<file path="src/rtl/chain_arb_pkg.sv">
package chain_arb_pkg;

  typedef enum logic {
    BUS_FREE = 1'b0,
    BUS_HELD = 1'b1
  } busState_t;

  typedef struct packed {
    logic loadOwner;
    logic clearOwner;
  } ownerStrobe_t;

endpackage

</file>
<file path="src/rtl/chain_cell.sv">
module chain_cell (
  input  logic reqIn,
  input  logic prioIn,
  output logic prioOut,
  output logic winLocal
);

  // A requesting cell that sees priority blocks it for the cells below.
  assign prioOut  = prioIn & ~reqIn;
  // The cell with priority in high and priority out low wins the chain.
  assign winLocal = prioIn & ~prioOut;

endmodule

</file>
<file path="src/rtl/chain_datapath.sv">
module chain_datapath
  import chain_arb_pkg::*;
#(
  parameter int NUM_DEV = 4,
  localparam int IDW = (NUM_DEV > 1) ? $clog2(NUM_DEV) : 1
) (
  input  logic               clk,
  input  logic               rstN,
  input  logic [NUM_DEV-1:0] reqVec,
  input  ownerStrobe_t       strobe,
  output logic [NUM_DEV-1:0] ownerVec,
  output logic [IDW-1:0]     ownerIdx,
  output logic               chainIdle,
  output logic               ownerReq
);

  logic [NUM_DEV:0]   prioLine;
  logic [NUM_DEV-1:0] winVec;

  assign prioLine[0] = 1'b1;

  for (genvar i = 0; i < NUM_DEV; i++) begin : g_cell
    chain_cell u_cell (
      .reqIn   (reqVec[i]),
      .prioIn  (prioLine[i]),
      .prioOut (prioLine[i+1]),
      .winLocal(winVec[i])
    );
  end

  // Priority still high past the last cell means nobody claimed it.
  assign chainIdle = prioLine[NUM_DEV];
  assign ownerReq  = |(ownerVec & reqVec);

  always_ff @(posedge clk) begin
    if (!rstN) begin
      ownerVec <= '0;
    end else if (strobe.clearOwner) begin
      ownerVec <= '0;
    end else if (strobe.loadOwner) begin
      ownerVec <= winVec;
    end
  end

  always_comb begin
    ownerIdx = '0;
    for (int i = 0; i < NUM_DEV; i++) begin
      if (ownerVec[i]) ownerIdx = IDW'(i);
    end
  end

  assert_grant_onehot_R4: assert property (@(posedge clk) disable iff (!rstN)
    $onehot0(ownerVec));

  assert_hold_owner_R5: assert property (@(posedge clk) disable iff (!rstN)
    ((|ownerVec) && (|(ownerVec & reqVec))) |=> (ownerVec == $past(ownerVec)));

  assert_release_owner_R6: assert property (@(posedge clk) disable iff (!rstN)
    ((|ownerVec) && !(|(ownerVec & reqVec))) |=> (ownerVec == '0));

  assert_head_wins_R3: assert property (@(posedge clk) disable iff (!rstN)
    ((ownerVec == '0) && (|reqVec)) |=> (ownerVec == ($past(reqVec) & (~$past(reqVec) + 1'b1))));

  assert_grant_requested_R8: assert property (@(posedge clk) disable iff (!rstN)
    (ownerVec == '0) |=> ((ownerVec == '0) || ((ownerVec & $past(reqVec)) != '0)));

endmodule

</file>
<file path="src/rtl/chain_control.sv">
module chain_control
  import chain_arb_pkg::*;
(
  input  logic         clk,
  input  logic         rstN,
  input  logic         chainIdle,
  input  logic         ownerReq,
  output ownerStrobe_t strobe,
  output logic         busBusy
);

  busState_t state, stateNext;

  always_comb begin
    stateNext         = state;
    strobe.loadOwner  = 1'b0;
    strobe.clearOwner = 1'b0;
    unique case (state)
      BUS_FREE: begin
        if (!chainIdle) begin
          strobe.loadOwner = 1'b1;
          stateNext        = BUS_HELD;
        end
      end
      BUS_HELD: begin
        if (!ownerReq) begin
          strobe.clearOwner = 1'b1;
          stateNext         = BUS_FREE;
        end
      end
      default: stateNext = BUS_FREE;
    endcase
  end

  always_ff @(posedge clk) begin
    if (!rstN) state <= BUS_FREE;
    else       state <= stateNext;
  end

  assign busBusy = (state == BUS_HELD);

  assert_strobes_exclusive_R4: assert property (@(posedge clk) disable iff (!rstN)
    !(strobe.loadOwner && strobe.clearOwner));

endmodule

</file>
<file path="src/rtl/chain_bus_arbiter.sv">
module chain_bus_arbiter
  import chain_arb_pkg::*;
#(
  parameter int NUM_DEV = 4,
  localparam int IDW = (NUM_DEV > 1) ? $clog2(NUM_DEV) : 1
) (
  input  logic               clk,
  input  logic               rstN,
  input  logic [NUM_DEV-1:0] reqVec,
  output logic [NUM_DEV-1:0] grant,
  output logic               busBusy,
  output logic [IDW-1:0]     ownerId
);

  ownerStrobe_t strobe;
  logic         chainIdle;
  logic         ownerReq;

  chain_datapath #(.NUM_DEV(NUM_DEV)) u_datapath (
    .clk      (clk),
    .rstN     (rstN),
    .reqVec   (reqVec),
    .strobe   (strobe),
    .ownerVec (grant),
    .ownerIdx (ownerId),
    .chainIdle(chainIdle),
    .ownerReq (ownerReq)
  );

  chain_control u_control (
    .clk      (clk),
    .rstN     (rstN),
    .chainIdle(chainIdle),
    .ownerReq (ownerReq),
    .strobe   (strobe),
    .busBusy  (busBusy)
  );

  assert_busy_matches_R7: assert property (@(posedge clk) disable iff (!rstN)
    busBusy == (|grant));

  assert_owner_index_R10: assert property (@(posedge clk) disable iff (!rstN)
    busBusy |-> grant[ownerId]);

endmodule

</file>
<file path="config.mk">
export PLATFORM = sky130hd
export DESIGN_NAME = chain_bus_arbiter
export DESIGN_NICKNAME = d
export VERILOG_FILES = /design/src/rtl/chain_arb_pkg.sv /design/src/rtl/chain_cell.sv /design/src/rtl/chain_datapath.sv /design/src/rtl/chain_control.sv /design/src/rtl/chain_bus_arbiter.sv
export SDC_FILE = /design/constraint.sdc
export NUM_CORES = 1
export LEC_CHECK = 0
export ABC_AREA = 1
export CORE_AREA = 2 2 39 41
export CTS_CLUSTER_DIAMETER = 100
export DETAILED_ROUTE_END_ITERATION = 10
export DIE_AREA = 0 0 41 43
export GPL_TIMING_DRIVEN = 1
export SLEW_MARGIN = 20
export SYNTH_ARGS = -nofsm -noshare
export SYNTH_HDL_FRONTEND = slang
export SYNTH_HIERARCHICAL = 1
export SYNTH_SLANG_ARGS = --single-unit
</file>
<file path="constraint.sdc">
create_clock -name clk -period 1.3 [get_ports clk]
set_clock_uncertainty 0.15 [all_clocks]
set_input_delay 0.325 -clock clk [delete_from_list [all_inputs] [get_ports clk]]
set_output_delay 0.325 -clock clk [all_outputs]
set_load 0.02 [all_outputs]
</file>
==> metrics.csv, run 1 <==
metric;value;unit
Reg2Reg Setup Slack;0;ns
Layout area overhead;94.5;%
Avg WL per Cell;9.53;um
cell at the slowest stage of the critical path;dfxtp_2;
I/O pin cnt;13;
CP Max Fanout;3;
clk buf depth;2;
layout cell share with drive strength beyond 1;55.4;%
Final Hold Vio Count;0;
Compound-Gate Fraction of Synth Area;8.63;%
failing checks;setup timing;
Internal Power;327;uW
CP Class;flip-flop to primary output;
Sink Count;5;
Die X-Extent;41;um
CP peak stage delay;0.33;ns
max-slew violation count;0;
Total GRT Usage;12.6;%
Initial Utilization;23.1;%
DR vias;392;
Clock H-tree levels;1;
Clk pin slew, worst setup/hold paths;0.04;ns
Tot Pwr;452;uW
Worst EP required;0.82;ns
fin worst setup slack;-0.105;ns
Synth Area in Simple Gates;40.0;%
RePlAce Congestion;0.746;
Cell Chain, Critical Path;or2_4 > buf_6;
Via density;3.96;
most common cell after layout, fill and taps aside;nand2_1;
first-pass GRT wire length;1460;um
Yosys Warn Count;6;
core area;1380;um2
HPWL after detailed placement;706;um
sequential share of the synthesized area;31.4;%
port bufs;12;
setup TNS;-0.297;ns
#FFs+latches synth;5;
DR iter-0 viols;4;
FMAX;712;MHz
Period minus WS final;1.40;ns
Hold EP;u_datapath/ownerVec[2];
Post-DP Area;542;um2
die height;43;um
DR pass1 iterations;4;
nature of the critical path startpoint;flip-flop;
cell area after layout;621;um2
Synth Area in Adders;0;%
Arrival @ worst endpoint;0.93;ns
Reg2Reg Depth;11;
max cap viols;0;
XOR/XNOR Fraction of Synth Area;0;%
P_sw;125;uW
status;finished, violations left;
worst skew pair latency;0.24;ns
diodes inserted;0;
RSZ-0062 raised after global routing;yes;
pin count of the biggest net entering global routing;6;
CP endpoint kind;primary output;
Worst Hold Depth;8;
worst vdd ir;0.415;mV
total global routing overflow;0;
vias in the first global route;371;
Logic pwr share;25.3;%
DR DRC count;0;
DRT Wirelength;943;um
crit share post-route;108;%
commonest cells after routing, fill and taps aside;nand2_1 (17), inv_1 (10), buf_6 (8), buf_4 (7), inv_2 (6);
largest family of logic cells by synthesized area;simple AND/OR/NAND/NOR gates;
Net Sw Frac;27.6;%
synthesized area;319;um2
sequential share of power;36.0;%
Setup violations, final;7;
CTS tree;done;
reg2reg end;u_datapath/ownerVec[1];
CTS Buf Count;3;
Leakage;0.000325;uW
fin util;44.8;%
HP Start;reqVec[0];
num rows;14;
Synth Instances;57;
reg2reg start;u_datapath/ownerVec[2];
Hold WC Path Type;input port to flip-flop;
CTS Hold Buffers Added;0;
Clock Power Share;38.7;%
Post-DRT Antenna Nets;0;
Power Density;729;nW/um2
nets;90;
CTS Root Buffer Type;clkbuf_4;
library cells used by synthesis;10;
die area;1760;um2
synthesized area per cell;5.60;um2
initial antenna violation count;0;
mux cell area share after synthesis;0;%
## state kept, by name (all words and copies together), names as in the netlist
register / count
u_datapath/ownerVec: 4
u_control/busBusy: 1
## cells by family (layout without fill, tap and decap cells)
family                 count (synthesis)  count (layout)
AO/OA/AOI/OAI                          5               5
buffers and inverters                 16              41
other                                  1               2
AND/OR/NAND/NOR                       30              30
flip-flops                             5               5
## power by group through the flow
stage               Combinational, uW  Sequential, uW  Clock (uW)
floorplan                        37.2             174           0
global placement                 98.8             165           0
detailed placement                101             165           0
CTS                               111             163         183
global route                      124             164         193
finish                            115             163         175
## worst max-delay path by stage
stage                            from                endpoint  slack (ns)  cells past startpoint
6_report       u_datapath/ownerVec[3]              ownerId[1]       -0.10                      2
5_1_grt        u_datapath/ownerVec[2]              ownerId[1]       -0.13                      2
4_1_cts        u_datapath/ownerVec[2]              ownerId[1]       -0.11                      2
3_5_place_dp                reqVec[0]  u_datapath/ownerVec[2]       -0.66                     12
3_3_place_gp                reqVec[0]  u_datapath/ownerVec[3]       -0.60                     12
2_1_floorplan               reqVec[0]  u_datapath/ownerVec[3]       -0.04                     11
## metal layers
metal / vias to the layer above / GRT usage, % / wire [um]
met1: 170 / 13.6 / 374
li1: 211 / - / -
met5: - / 0 / 0
met2: 11 / 20.0 / 521
met3: 0 / 6.81 / 47
met4: 0 / 4.00 / 0
## per-stage QoR
step	hold slack, ns	worst slack (ns)	instances
final	0.379	-0.105	99
after detailed placement	0.440	-0.659	95
after global placement	0.434	-0.600	95
after CTS	0.259	-0.111	98
after floorplan	0.310	-0.0408	58
after global routing	0.403	-0.133	99
## critical path, delay by kind of cell (launching register included)
family,cells,cell delay (ns)
buffers and inverters,1,0.13
flip-flops,1,0.33
AND/OR/NAND/NOR,1,0.24
## cell usage after synthesis, drive strengths merged
library cell	instances	area [um2]
inv	16	60.1
a21oi	4	20.0
o21bai	1	7.51
dfxtp	5	100
conb	1	3.75
nor2	7	38.8
nand2	22	82.6
or2	1	6.26
## repair_timing
item | in CTS | in global routing
setup buffers | 0 | 1
gates resized for setup | 65 | 6
pin swaps | 9 | 3
endpoints found under the setup margin | 12 | 10
## cell type report
type                    count  area, um2
clock buffers               4       26.3
well taps                  16       20.0
flip-flops and latches      5        104
repair buffers             21        191
multi-input cells          37        219
inverters                  16       60.1
fillers                   149        763
No activity file was read; power rests on OpenSTA's default activity.
==> inputs of run 2 (changes only) <==
HOLD_SLACK_MARGIN = 0.02   (was not set)
SYNTH_HIERARCHICAL = not set   (was 1)
==> run 2 against run 1 <==
  * The run still ends with setup timing left
  * Synthesized cell count down 35%
  * Via count down 20%
  * Final area down 19%
  * Global-route usage down 3.0 points
  * First-iteration DRC count unchanged
  * Final cell count down 22%
  * Worst setup slack worse by 0.00098 ns
  * Register-to-register slack better by 0.15 ns
  * Routed wire length down 28%
  * Utilization down 8.3 points
  * Sequential power up 2%
==> metrics.csv, run 2 <==
metric;value;unit;change
status;finished, violations left;;
failing checks;setup timing;;
Net Sw Frac;25.6;%;-2.0 points
Setup violations, final;3;;-4
Die X-Extent;41;um;unchanged
total global routing overflow;0;;unchanged
top-area cell type share of the netlist area;37.7;%;+6.4 points
DR vias;315;;-20%
initial antenna violation count;0;;unchanged
port bufs;12;;unchanged
most common library cells after synthesis;nand2_1 (9), dfxtp_1 (5), a21oi_1 (4), inv_1 (4), nand3_1 (4);;
die area;1760;um2;unchanged
Worst EP required;0.82;ns;about the same
layout cell share with drive strength beyond 1;49.2;%;-6.2 points
Post-synth EDFFs;0;;unchanged
nature of the critical path startpoint;flip-flop;;
Hold WC Path Type;input port to flip-flop;;
met3 GRT Util;3.14;%;-3.7 points
Worst Hold Depth;3;;-5
most common cell in the netlist;nand2_1;;
num rows;14;;unchanged
diodes inserted;0;;unchanged
reg2reg start;u_datapath.ownerVec[2];;
sequential share of power;36.3;%;+0.3 points
synthesized area;265;um2;-17%
Worst Tran Pin Value;0.160;ns;
sequential share of the synthesized area;37.7;%;+6.4 points
reg2reg end;u_datapath.ownerVec[1];;
worst skew pair latency;0.24;ns;about the same
met1 usage;10.6;%;-3.0 points
CTS Root Buffer Type;clkbuf_4;;
CTS Buf Count;3;;unchanged
FMAX;711;MHz;about the same
nets;68;;-24%
CP Class;flip-flop to primary output;;
largest family of logic cells by synthesized area;simple AND/OR/NAND/NOR gates;;
Top reg by flops;u_datapath.ownerVec;;
core area;1380;um2;unchanged
DR pass1 iterations;2;;-2
Main synth FF type;dfxtp_1;;
Leakage;0.000257;uW;-21%
Period minus WS final;1.41;ns;+0.000978 ns
vias in the first global route;279;;-25%
Power Density;910;nW/um2;+25%
Reg2Reg Depth;6;;-5
CP Launch Point;u_datapath.ownerVec[3];;
Internal Power;342;uW;+4.6%
Synth Instances;37;;-35%
#FFs+latches synth;5;;unchanged
crit share post-route;108;%;about the same
Compound-Gate Fraction of Synth Area;12.3;%;+3.6 points
pin count of the biggest net entering global routing;6;;unchanged
syn_nets;43;;
M2 GR Usage;13.8;%;-6.3 points
synthesized area per cell;7.17;um2;+28%
commonest cells after routing, fill and taps aside;nand2_1 (9), buf_4 (7), nand3_1 (4), buf_6 (4);;
top cells by area, synth;dfxtp_1 (38%), nand2_1 (13%), a21oi_1 (7.5%), nand3_1 (7.5%), bufinv_8 (6.6%);;
fraction of registers with async set/reset;0;%;unchanged
Slew headroom;89.4;%;
Synth Area in Adders;0;%;unchanged
Via density;4.09;;+3.3%
Initial Utilization;19.2;%;-3.9 points
HP Start;reqVec[3];;
Clk pin slew, worst setup/hold paths;0.04;ns;about the same
DRT Wirelength;676;um;-28%
first-pass GRT wire length;1090;um;-25%
Final Hold Vio Count;0;;unchanged
Hold EP;u_datapath.ownerVec[3];;
Layout area overhead;90.6;%;
DR iter-0 viols;4;;unchanged
RePlAce Congestion;0.663;;-11%
CTS tree;done;;
library cells used by synthesis;14;;+4
worst hold slack;0.300;ns;-0.0797 ns
Clock Power Share;37.5;%;-1.2 points
Post-DRT Antenna Nets;0;;unchanged
DR DRC count;0;;unchanged
P_sw;118;uW;-5.7%
max reg flops;4;;unchanged
CP Max Fanout;4;;+1
Synth Area in Simple Gates;37.7;%;-2.3 points
Yosys Warn Count;0;;-6
Avg WL per Cell;8.78;um;-7.8%
max-slew violation count;0;;unchanged
Reg2Reg Setup Slack;0.15;ns;+0.15 ns
Logic pwr share;26.3;%;+1.0 points
max cap viols;0;;unchanged
die height;43;um;unchanged
GRT Max-Usage Layer;met2;;
worst vdd ir;0.304;mV;-27%
clk buf depth;2;;unchanged
fin worst setup slack;-0.106;ns;-0.000978 ns
Clock H-tree levels;1;;unchanged
CP endpoint kind;primary output;;
RSZ-0062 raised after global routing;yes;;
Arrival @ worst endpoint;0.93;ns;about the same
Tot Pwr;460;uW;+1.7%
post-synth top area cell;dfxtp_1;;
Sink Count;5;;unchanged
CTS Hold Buffers Added;0;;unchanged
Total GRT Usage;9.54;%;-3.0 points
mux cell area share after synthesis;0;%;unchanged
most common cell after layout, fill and taps aside;nand2_1;;
XOR/XNOR Fraction of Synth Area;0;%;unchanged
I/O pin cnt;13;;unchanged
[run 2: power groups by stage]
stage | Combinational, uW | Sequential [uW] | Clock (uW)
2_1_floorplan | 45.4 | 181 | 0
3_3_place_gp | 125 | 169 | 0
3_5_place_dp | 125 | 169 | 0
4_1_cts | 121 | 167 | 183
5_1_grt | 132 | 168 | 197
6_report | 121 | 167 | 172
[run 2: metal layers]
layer  vias up  share of wire (%)
li1        170                  -
met1       141                 42
met2         4                 54
met3         0                3.8
met4         0                  0
met5         -                  0
[run 2: how the worst max path moves through the flow]
stage	endpoint	slack (ns)	cells past startpoint
final	ownerId[1]	-0.11	2
after CTS	ownerId[1]	-0.12	2
after detailed placement	u_datapath.ownerVec[2]	-0.33	6
after floorplan	ownerId[1]	0.06	1
after global routing	ownerId[1]	-0.14	2
after global placement	u_datapath.ownerVec[2]	-0.32	6
[run 2: stage by stage]
stage                     TNS, ns  worst slack, ns  util, %  cells  instance area [um2]
after floorplan                 0           0.0640        -     37                  269
after global placement      -2.67           -0.321     33.9     73                  469
after detailed placement    -2.69           -0.331     33.9     73                  469
after CTS                  -0.210           -0.116     35.5     77                  492
after global routing       -0.288           -0.139     36.5     77                  505
final                      -0.174           -0.106     36.5     77                  505
[run 2: cell type report]
| class | count | area, um2 |
|---|---|---|
| fillers | 163 | 878 |
| flip-flops and latches | 5 | 104 |
| multi-input cells | 27 | 146 |
| clock buffers | 4 | 26.3 |
| inverters | 5 | 32.5 |
| well taps | 16 | 20.0 |
| repair buffers | 20 | 176 |
[run 2: cell families after synthesis]
group                  Yosys count
and+or+nand+nor                 21
DFF                              5
AOI/OAI and AO/OA                6
buffers and inverters            5
[run 2: what timing repair did]
item	4_1_cts	5_1_grt
pin swaps	2	1
setup buffers	0	0
resized for setup	39	6
endpoints found under the setup margin	11	9
[run 2: worst max-delay path, cell delays in order, from the launching register on]
cell	delay [ns]
dfxtp_2	0.32
or2_4	0.24
buf_6	0.13
==> inputs of run 3 (changes only) <==
--- a/config.mk
+++ b/config.mk
@@ -14,2 +14,4 @@
 export HOLD_SLACK_MARGIN = 0.02
+export MAX_ROUTING_LAYER = met4
+export PLACE_DENSITY = 0.45
 export SLEW_MARGIN = 20
==> constraint.sdc (replaced) <==
create_clock -name clk -period 1.3 [get_ports clk]
set_clock_uncertainty 0.15 [all_clocks]
set_input_delay 0.13 -clock clk [delete_from_list [all_inputs] [get_ports clk]]
set_output_delay 0.13 -clock clk [all_outputs]
set_load 0.02 [all_outputs]
==> run 3 against run 2 <==
  * The flow now finishes without violations
  * Sequential power is essentially flat
  * Utilization decreased by 1.6 points
  * Routed wire length decreased by 5.8%
  * Combinational power is 4% lower
  * Final area shrank 4.5%
  * Global-route usage decreased by 0.26 points
  * Sequential share of layout area up 0.44 points
  * Worst hold slack improved by 0.087 ns
  * Final cell count is the same
==> metrics.csv, run 3 (synthesis gave the netlist of run 2 again) <==
metric;value;unit;change
worst skew pair latency;0.24;ns;about the same
crit share post-route;93.0;%;-15 points
CP endpoint;ownerId[1];;
CP Launch Point;u_datapath.ownerVec[2];;
RSZ-0062 raised after global routing;no;;
Layout area overhead;82.1;%;
num rows;14;;unchanged
Total GRT Usage;9.28;%;-0.26 points
CTS Root Buffer Type;clkbuf_4;;
Bufs and invs on worst path;1;;unchanged
FMAX;827;MHz;+16%
RePlAce Congestion;0.742;;+12%
most common cell after layout, fill and taps aside;nand2_1;;
vias in the first global route;262;;-6.1%
nets;68;;unchanged
nature of the critical path startpoint;flip-flop;;
CP peak stage delay;0.32;ns;about the same
cell area after layout;483;um2;-4.5%
CP endpoint kind;primary output;;
max cap viols;0;;unchanged
worst hold slack;0.387;ns;+0.0873 ns
DR pass1 iterations;4;;+2
Setup violations, final;0;;-3
Reg2Reg Depth;6;;unchanged
CP Class;flip-flop to primary output;;
commonest cells after routing, fill and taps aside;nand2_1 (9), buf_4 (8), clkdlybuf4s50_1 (5);;
status;finished clean;;
worst vdd ir;0.344;mV;+13%
DR DRC count;0;;unchanged
pin count of the biggest net entering global routing;6;;unchanged
Avg WL per Cell;8.27;um;-5.8%
Initial Utilization;19.2;%;unchanged
HPWL after detailed placement;506;um;
Leakage;0.000234;uW;-9.0%
die area;1760;um2;unchanged
clk buf depth;2;;unchanged
fin util;34.9;%;-1.6 points
port bufs;12;;unchanged
kind of cell with the highest combined delay on the critical path;flip-flops;;
Final Hold Vio Count;0;;unchanged
Clock H-tree levels;1;;unchanged
Arrival @ worst endpoint;0.93;ns;about the same
Critical Path Stages;2;;unchanged
layout cell share with drive strength beyond 1;32.8;%;-16 points
Period minus WS final;1.21;ns;-0.196 ns
I/O pin cnt;13;;unchanged
Clk pin slew, worst setup/hold paths;0.04;ns;about the same
Hold WC Path Type;input port to flip-flop;;
Worst EP required;1.02;ns;+0.20 ns
first-pass GRT wire length;993;um;-8.9%
diodes inserted;0;;unchanged
reg2reg start;u_datapath.ownerVec[3];;
max-slew violation count;0;;unchanged
DRT Wirelength;637;um;-5.8%
CTS tree;done;;
DR iter-0 viols;4;;unchanged
Slew headroom;85.8;%;-3.6 points
die height;43;um;unchanged
DR vias;310;;-1.6%
Die X-Extent;41;um;unchanged
CP Max Fanout;4;;unchanged
Post-DP Area;465;um2;-0.80%
Sink Count;5;;unchanged
core area;1380;um2;unchanged
CTS Buf Count;3;;unchanged
cell at the slowest stage of the critical path;dfxtp_2;;
Post-DRT Antenna Nets;0;;unchanged
Reg2Reg Setup Slack;0.17;ns;+0.02 ns
Worst Tran Pin Value;0.215;ns;+0.0549 ns
Placed Instances;73;;unchanged
reg2reg end;u_datapath.ownerVec[3];;
Cell Count, Final, Fillers Out;77;;unchanged
Top reg by flops;u_datapath.ownerVec;;
Cell Chain, Critical Path;or2_4 > buf_6;;
total global routing overflow;0;;unchanged
initial antenna violation count;0;;unchanged
postcts setup bufs;0;;unchanged
max reg flops;4;;unchanged
Power Density;948;nW/um2;+4.2%
Via density;4.03;;-1.6%
## run 3: cell count changes in the layout (fill, tap and decap cells not counted), sizes merged
| cell | previous run | this run |
|---|---|---|
| clkdlybuf4s50 | 1 | 5 |
| dlygate4sd2 | 2 | 3 |
| dlymetal6s2s | 2 | 0 |
| clkbuf | 4 | 5 |
| buf | 14 | 10 |
## run 3: where the power goes
part / switching [uW] / internal, uW / leakage, uW
clock: 59.7 / 116 / 0.0000150
combinational: 52.4 / 63.4 / 0.000178
sequential: 4.28 / 162 / 0.0000414
total: 116 / 341 / 0.000234
## run 3: cell type report
type                    instances  area (um2)
fillers                       154         901
multi-input cells              27         135
flip-flops and latches          5         101
inverters                       5        32.5
clock buffers                   4        26.3
repair buffers                 20         168
well taps                      16        20.0
## run 3: worst min path at each step
stage | start | endpoint | cells after the start
after floorplan | reqVec[2] | u_datapath.ownerVec[2] | 2
after global placement | u_datapath.ownerVec[0] | u_datapath.ownerVec[0] | 3
after detailed placement | u_datapath.ownerVec[0] | u_datapath.ownerVec[0] | 3
after CTS | reqVec[2] | u_datapath.ownerVec[2] | 3
after global routing | reqVec[2] | u_datapath.ownerVec[2] | 3
final | reqVec[2] | u_datapath.ownerVec[2] | 3
## run 3: worst register-to-register path, delay by kind of cell, from the launching register on
| family | cells | cell delay, ns |
|---|---|---|
| AOI/OAI and AO/OA | 2 | 0.15 |
| and+or+nand+nor | 2 | 0.12 |
| DFF | 1 | 0.32 |
| buffers and inverters | 2 | 0.28 |
## run 3: what timing repair did
item	CTS	global route
hold buffers	0	0
gates resized for setup	13	7
pin swaps	0	0
endpoints found under the setup margin	7	3
## run 3: per-layer routing
| metal | global-route usage, % | part of all wire, % |
|---|---|---|
| met5 | - | 0 |
| met2 | 11.9 | 42 |
| met1 | 10.0 | 44 |
| met4 | 4.00 | 2.0 |
| met3 | 7.85 | 11 |
## run 3: per-stage QoR
| stage | setup slack (ns) | power [uW] | TNS [ns] |
|---|---|---|---|
| finish | 0.0905 | 458 | 0 |
| floorplan | 0.164 | 226 | 0 |
| CTS | 0.00871 | 470 | 0 |
| global route | 0.0215 | 499 | 0 |
| detailed placement | -0.109 | 292 | -0.403 |
| global placement | -0.101 | 294 | -0.523 |
